[config.mk]
export PLATFORM = sky130hd
export DESIGN_NAME = rxpol_guard
export DESIGN_NICKNAME = d
export VERILOG_FILES = /design/src/rtl/rxpol_pkg.sv /design/src/rtl/rxpol_run_counter.sv /design/src/rtl/rxpol_latch.sv /design/src/rtl/rxpol_data_path.sv /design/src/rtl/rxpol_guard.sv
export SDC_FILE = /design/constraint.sdc
export NUM_CORES = 1
export LEC_CHECK = 0
export ABC_AREA = 1
export BUFFER_PORTS_ARGS = -buffer_cell sky130_fd_sc_hd__clkbuf_2
export CORE_AREA = 2 2 39 41
export CTS_BUF_LIST = sky130_fd_sc_hd__clkbuf_16
export CTS_CLUSTER_SIZE = 8
export DETAILED_ROUTE_END_ITERATION = 8
export DIE_AREA = 0 0 41 43
export SLEW_MARGIN = 20
export SYNTH_ARGS = -nofsm -noshare
export SYNTH_HDL_FRONTEND = slang
export SYNTH_SLANG_ARGS = --single-unit
[constraint.sdc]
create_clock -name clk_i -period 1.65 [get_ports clk_i]
set_input_delay 0.165 -clock clk_i [delete_from_list [all_inputs] [get_ports clk_i]]
set_output_delay 0.165 -clock clk_i [all_outputs]
set_load 0.05 [all_outputs]
[src/rtl/rxpol_pkg.sv]
package rxpol_pkg;

    typedef enum logic [1:0] {
        EV_NONE = 2'd0,
        EV_GOOD = 2'd1,
        EV_REV  = 2'd2
    } ev_kind_e;

    function automatic ev_kind_e classify(input logic evt, input logic rev);
        if (!evt) begin
            return EV_NONE;
        end
        return rev ? EV_REV : EV_GOOD;
    endfunction

endpackage

[src/rtl/rxpol_run_counter.sv]
module rxpol_run_counter
    import rxpol_pkg::*;
#(
    parameter int THRESH = 7,
    parameter int CNT_W  = $clog2(THRESH + 1)
) (
    input  logic             clk_i,
    input  logic             rst_ni,
    input  logic             evt_i,
    input  logic             rev_i,
    output logic [CNT_W-1:0] cnt_o,
    output logic             reach_o
);
    localparam logic [CNT_W-1:0] TOP = CNT_W'(THRESH);

    typedef struct packed {
        logic [CNT_W-1:0] cnt;
    } run_st_t;

    run_st_t st_d, st_q;

    always_comb begin
        st_d = st_q;
        unique case (classify(evt_i, rev_i))
            EV_GOOD: st_d.cnt = '0;
            EV_REV:  if (st_q.cnt != TOP) st_d.cnt = st_q.cnt + 1'b1;
            default: st_d = st_q;
        endcase
        reach_o = (st_d.cnt == TOP);
    end

    always_ff @(posedge clk_i) begin
        if (!rst_ni) begin
            st_q <= '0;
        end else begin
            st_q <= st_d;
        end
    end

    assign cnt_o = st_q.cnt;

endmodule

[src/rtl/rxpol_latch.sv]
module rxpol_latch #(
    parameter int N_SRC = 2
) (
    input  logic             clk_i,
    input  logic             rst_ni,
    input  logic [N_SRC-1:0] set_i,
    output logic             pol_o
);
    typedef struct packed {
        logic pol;
    } lat_st_t;

    lat_st_t st_d, st_q;

    always_comb begin
        st_d = st_q;
        if (|set_i) begin
            st_d.pol = 1'b1;
        end
    end

    always_ff @(posedge clk_i) begin
        if (!rst_ni) begin
            st_q <= '0;
        end else begin
            st_q <= st_d;
        end
    end

    assign pol_o = st_q.pol;

endmodule

[src/rtl/rxpol_data_path.sv]
module rxpol_data_path #(
    parameter int DATA_W = 1
) (
    input  logic              clk_i,
    input  logic              rst_ni,
    input  logic              inv_i,
    input  logic [DATA_W-1:0] data_i,
    output logic [DATA_W-1:0] data_o
);
    typedef struct packed {
        logic [DATA_W-1:0] data;
    } dp_st_t;

    dp_st_t st_d, st_q;

    for (genvar b = 0; b < DATA_W; b++) begin : g_bit
        always_comb begin
            st_d.data[b] = data_i[b] ^ inv_i;
        end
    end

    always_ff @(posedge clk_i) begin
        if (!rst_ni) begin
            st_q <= '0;
        end else begin
            st_q <= st_d;
        end
    end

    assign data_o = st_q.data;

endmodule

[src/rtl/rxpol_guard.sv]
module rxpol_guard #(
    parameter int LP_THRESH  = 7,
    parameter int PKT_THRESH = 3,
    parameter int DATA_W     = 1
) (
    input  logic              clk_i,
    input  logic              rst_ni,
    input  logic              lp_evt_i,
    input  logic              lp_rev_i,
    input  logic              pkt_evt_i,
    input  logic              pkt_rev_i,
    input  logic [DATA_W-1:0] rx_data_i,
    output logic              pol_o,
    output logic [DATA_W-1:0] rx_data_o
);
    localparam int LP_CW  = $clog2(LP_THRESH + 1);
    localparam int PKT_CW = $clog2(PKT_THRESH + 1);

    logic [LP_CW-1:0]  lp_cnt;
    logic [PKT_CW-1:0] pkt_cnt;
    logic [1:0]        reach;

    rxpol_run_counter #(.THRESH(LP_THRESH), .CNT_W(LP_CW)) u_lp_run (
        .clk_i   (clk_i),
        .rst_ni  (rst_ni),
        .evt_i   (lp_evt_i),
        .rev_i   (lp_rev_i),
        .cnt_o   (lp_cnt),
        .reach_o (reach[0])
    );

    rxpol_run_counter #(.THRESH(PKT_THRESH), .CNT_W(PKT_CW)) u_pkt_run (
        .clk_i   (clk_i),
        .rst_ni  (rst_ni),
        .evt_i   (pkt_evt_i),
        .rev_i   (pkt_rev_i),
        .cnt_o   (pkt_cnt),
        .reach_o (reach[1])
    );

    rxpol_latch #(.N_SRC(2)) u_latch (
        .clk_i  (clk_i),
        .rst_ni (rst_ni),
        .set_i  (reach),
        .pol_o  (pol_o)
    );

    rxpol_data_path #(.DATA_W(DATA_W)) u_data (
        .clk_i  (clk_i),
        .rst_ni (rst_ni),
        .inv_i  (pol_o),
        .data_i (rx_data_i),
        .data_o (rx_data_o)
    );

endmodule

== After elaboration in Yosys (flattened, before gate mapping) ==
Index checks and enable logic that the tools add are counted.

* Input port bits: 7
* Flip-flop bits (word level): 7
* Output and inout bits: 2

* Reduce and logical (&&, ||, !) cells: 1
* $add $sub $neg: 2
* Multiplexer cells: 8
* Equal/unequal tests: 8
* Bitwise operators: 1

{| class="wikitable"
|+ Operators by type and width
! operator !! number
|-
| two-way mux 2 bit || 5
|-
| equality test 2 bit, second input constant || 3
|-
| case mux 3 bit (2 select lines) || 1
|-
| equality test 2 x 1 -> 1 bit, second input constant || 2
|-
| case mux 2 bit (2 select lines) || 1
|-
| adder 3 x 1 -> 3 bit, second input constant || 1
|-
| equality test 3 bit, second input constant || 1
|-
| two-way mux 3 bit || 1
|-
| != test 3 bit, second input constant || 1
|-
| adder 2 x 1 -> 2 bit, second input constant || 1
|-
| != test 2 bit, second input constant || 1
|-
| OR reduction 2 bit || 1
|-
| bitwise XOR 1 bit || 1
|}

== Longest topological paths before layout ==
* Depth after elaboration: 6
* Mapped depth: 8
* Depth with buffers taken out: 8

== Modules after synthesis ==
Synthesis repeated with hierarchy kept, for this count alone.

* Cell total of the unflattened synthesis: 55
* Area total of the unflattened synthesis: 351.6 µm²

{| class="wikitable"
|+ By module, submodules not included
! module !! instances !! cells an instance !! area each (µm²)
|-
| rxpol_run_counter (u_lp_run) || 1 || 27 || 177.7
|-
| rxpol_run_counter (u_pkt_run) || 1 || 18 || 102.6
|-
| rxpol_latch || 1 || 5 || 36.3
|-
| rxpol_data_path || 1 || 5 || 35.0
|}

== Least setup slack after synthesis ==
Ideal clock, no wire load.

* Kind: flip-flop to flip-flop
* From: register u_lp_run.st_q (netlist bit u_lp_run.cnt_o[0])
* To: register u_latch.st_q, in the netlist u_latch.pol_o
* Slack: 0.636 ns
* Data arrival time: 0.901 ns
* Clock period less this slack: 1.014 ns
* Setup time: 0.113 ns
* Stages on the path, launching flop included: 8
* Path through: dfxtp_1 > ha_1 > inv_1 > nand3_1 > nand2_1 > nor2_1 > nand3_2 > nand2_1

* Word-level cells in the longest chain between the ends: 5
* Elaborated cells on any way between the ends: 6
* Those cells by class: 1 x add/sub; 2 x eq/ne; 2 x mux; 1 x reduce/logical

{| class="wikitable"
|+ Ends and longest elaborated chain
! item !! line !! RTL
|-
| start: declaration || rxpol_run_counter.sv:20 || <nowiki>run_st_t st_d, st_q;</nowiki>
|-
| start signal: assignment || rxpol_run_counter.sv:36 || <nowiki>st_q <= st_d;</nowiki>
|-
| adder 3 x 1 -> 3 bit / != test 3 bit (equally long branches) || rxpol_run_counter.sv:26 || <nowiki>EV_REV: if (st_q.cnt != TOP) st_d.cnt = st_q.cnt + 1'b1;</nowiki>
|-
| two-way mux 3 bit || rxpol_run_counter.sv:26 ||
|-
| case mux 3 bit (2 select lines) (*) || rxpol_run_counter.sv:24 || <nowiki>unique case (classify(evt_i, rev_i))</nowiki>
|-
| equality test 3 bit (*) || rxpol_run_counter.sv:29 || <nowiki>reach_o = (st_d.cnt == TOP);</nowiki>
|-
| OR reduction 2 bit (*) || rxpol_latch.sv:17 || <nowiki>if (|set_i) begin</nowiki>
|-
| end signal: assignment || rxpol_latch.sv:26 || <nowiki>st_q <= st_d;</nowiki>
|-
| end: declaration || rxpol_latch.sv:13 || <nowiki>lat_st_t st_d, st_q;</nowiki>
|}

Every way passes the cells marked *; elsewhere a longest branch is shown, timed or not.
A chain may end at the register's enable or synchronous reset.

== Worst setup path after layout ==
Same ends and word-level chain as after synthesis.

==> metrics.md <==
| Metric | Value |
|---|---|
| Status | `finished, final reports clean` |
| Top-area cell type share of the netlist area | `between 40% and 50%` |
| Commonest non-fill, non-tap cell in the layout | `nand2_1` |
| ANT cells | `0` |
| Avg WL per Cell | `7.50 um` |
| Placement row count | `14` |
| Post-DRT Antenna Nets | `0` |
| Register area share after synthesis | `41.6%` |
| Setup Skew | `a little under 0.0005 ns` |
| Setup TNS | `0 ns` |
| Worst-Margin Slew | `0.274 ns` |
| H-tree levels | `1` |
| Max Slew Vio Count | `0` |
| Die height | `43 um` |
| Endpoints failing setup | `0` |
| Final #Nets | `~70` |
| FF/Latch Area | `140 um2` |
| Routed length on met3 | `31 um` |
| Met1 WL | `240 um` |
| Largest net degree at the start of global routing | `7` |
| Final WL | `570 um` |
| Critical path class | `reg -> reg` |
| Die X | `41 um` |
| Via count | `slightly above 300` |
| Lkg Pwr | `0.262 nW` |
| Post-synth design cell area | `337 um2` |
| Ys Warns | `0` |
| Via-to-Cell Ratio | `4.00` |
| GRT overflow | `0` |
| First-pass GRT wire length | `986 um` |
| GP Congestion | `around 0.63` |
| CP Launch Point | `u_lp_run.cnt_o[0]` |
| Vias in the first global route | `269` |
| Worst skew pair latency | `0.23 ns` |
| #FFs+latches synth | `7` |
| Req. time, crit path | `approximately 1.8 ns` |
| Cell accounting for the most synthesized area | `dfxtp_1` |
| CP arrival | `1.22 ns` |
| Core area | `1380 um2` |
| Clk slew on worst S/H paths | `0.04 ns` |
| Max Buffers Root-to-Sink | `2` |
| Total CTS buffers | `3` |
| Post-Syn Area per Cell | `7.01 um2` |
| Reg-to-reg slack, setup | `0.55 ns` |
| Power density over the cells | `1380 nW/um2` |
| Hold path start | `rx_data_i` |
| Die area | `around 1800 um2` |
| Most frequent cells in the layout | `11 x nand2_1, 10 x nor2_1, 9 x inv_1` |
| Critical R2R Capture | `u_latch.pol_o` |
| Area of the multi-input gates | `166 um2` |
| Starting Density | `24.3%` |
| Highest routed layer | `met4` |
| WL met2 | `approximately 280 um` |
| Worst vdd ir | `669 uV` |
| Post-DP HPWL | `445 um` |
| PostCTS Resize Cnt | `0` |
| Cts hold-fix bufs | `0` |
| Initial antenna violation count | `0` |
| PortBufs | `8` |
| R2r worst-path depth | `6` |
| Max transition margin | `81.8%` |
| Fin crit share | `between 60% and 70%` |
| Sink Count | `7` |
| Maximum fanout along the worst path | `4` |
| Io pins | `9` |
| Yosys cell types | `15` |
| Largest cells by area after synthesis | `dfxtp_1 42%, nand2_1 12%, nor2_1 11%, inv_1 8.9%, ha_1 3.7%` |
| Period minus WS final | `1.10 ns` |
| Crit. End Element | `register` |
| CP startpoint kind | `register` |
| Worst reg2reg path startpoint | `u_lp_run.cnt_o[0]` |
| PnR worst setup slack | `around 0.55 ns` |
| # Post-CTS Setup Buffers | `0` |
| Tot GR Track Use | `8.76%` |
| First-pass DRT Iterations | `4` |
| Max Cap Viol | `0` |
| Root buffer cell | `clkbuf_16` |
| Highest achievable clock rate | `0.910 GHz` |
| Worst setup endpoint | `u_latch.pol_o` |
| Area Growth Syn to Fin | `41.3%` |
| CTS tree | `done` |
| Min-delay worst type | `in -> reg` |
| Mapped Nets | `56` |
| DRC viols | `0` |
| Final hold vios | `0` |
| Layout cells sized above 1 | `25.0%` |
| Synth Instances | `48` |
| Drt first-iter violations | `9` |
| Fillers | `152` |
| Post-place setup slack | `0.549 ns` |
| RSZ-0062 raised after global routing | `false` |
[where the power goes]
group / switching [mW] / internal (mW) / total, mW / leakage, nW
Combinational: 0.0412 / 0.0231 / 0.0644 / 0.162
Sequential: 0.00531 / 0.180 / 0.186 / 0.0575
Clock: 0.0927 / 0.315 / 0.408 / 0.0423
[area by class of cell]
cell class,instances,share of cell area [%]
Sequential cell,7,29.5
Timing Repair Buffer,8,8.42
Tap cell,16,4.21
Clock buffer,3,15.8
Inverter,8,6.32
Clock inverter,1,0.789
Multi-Input combinational cell,33,35.0
[sequential cells by signal, indices dropped and copies added (netlist names)]
register / count
u_pkt_run.cnt_o: 2
u_data.data_o: 1
u_lp_run.cnt_o: 3
u_latch.pol_o: 1
[Yosys cell counts]
master    n
nand2_1  11
nor2_1   10
inv_1     8
dfxtp_1   7
nand3_1   2
a21o_2    1
a21oi_1   1
ha_1      1
nand2_2   1
nand3_2   1
nor2_4    1
nor3_1    1
o21ai_0   1
o21ai_1   1
xnor2_1   1
[worst min-delay path by stage]
stage | endpoint | slack, ns | depth (start not counted)
6_report | u_data.data_o | 0.17 | 3
3_3_place_gp | u_data.data_o | 0.41 | 3
5_1_grt | u_pkt_run.cnt_o[0] | 0.19 | 3
3_5_place_dp | u_data.data_o | 0.41 | 3
2_1_floorplan | u_pkt_run.cnt_o[0] | 0.30 | 2
4_1_cts | u_data.data_o | 0.18 | 3
[per-stage QoR]
step / util, % / instance area (um2) / hold WS [ns] / cells / total power, mW
after floorplan: - / 337 / 0.300 / 48 / 0.235
after CTS: 34.4 / 475 / 0.175 / 76 / 0.668
after detailed placement: 28.7 / 397 / 0.412 / 72 / 0.254
after global placement: 28.7 / 397 / 0.409 / 72 / 0.253
final: 34.4 / 475 / 0.175 / 76 / 0.658
after global routing: 34.4 / 475 / 0.191 / 76 / 0.686
[kinds of logic after synthesis]
family	count (synthesis)	synth area share [%]
XOR/XNOR	1	2.60
adder cells (fa/ha/maj)	1	3.72
buffers and inverters	8	8.92
AND/OR/NAND/NOR	27	36.1
AO/OA/AOI/OAI	4	7.06
flip-flops	7	41.6
[routing by layer]
| layer | vias to the layer above | track usage, % |
|---|---|---|
| li1 | 171 | - |
| met1 | 125 | 9.74 |
| met2 | 6 | 12.2 |
| met3 | 2 | 4.71 |
| met4 | 0 | 6.00 |
| met5 | - | 0 |
[critical path: stages, from the launching register on]
cell	delay (ns)
dfxtp_1	0.35
ha_1	0.17
nand2_1	0.10
a21oi_1	0.18
nor2_1	0.08
nand3_2	0.07
nand2_1	0.04
(Power assumes the default switching activity.)
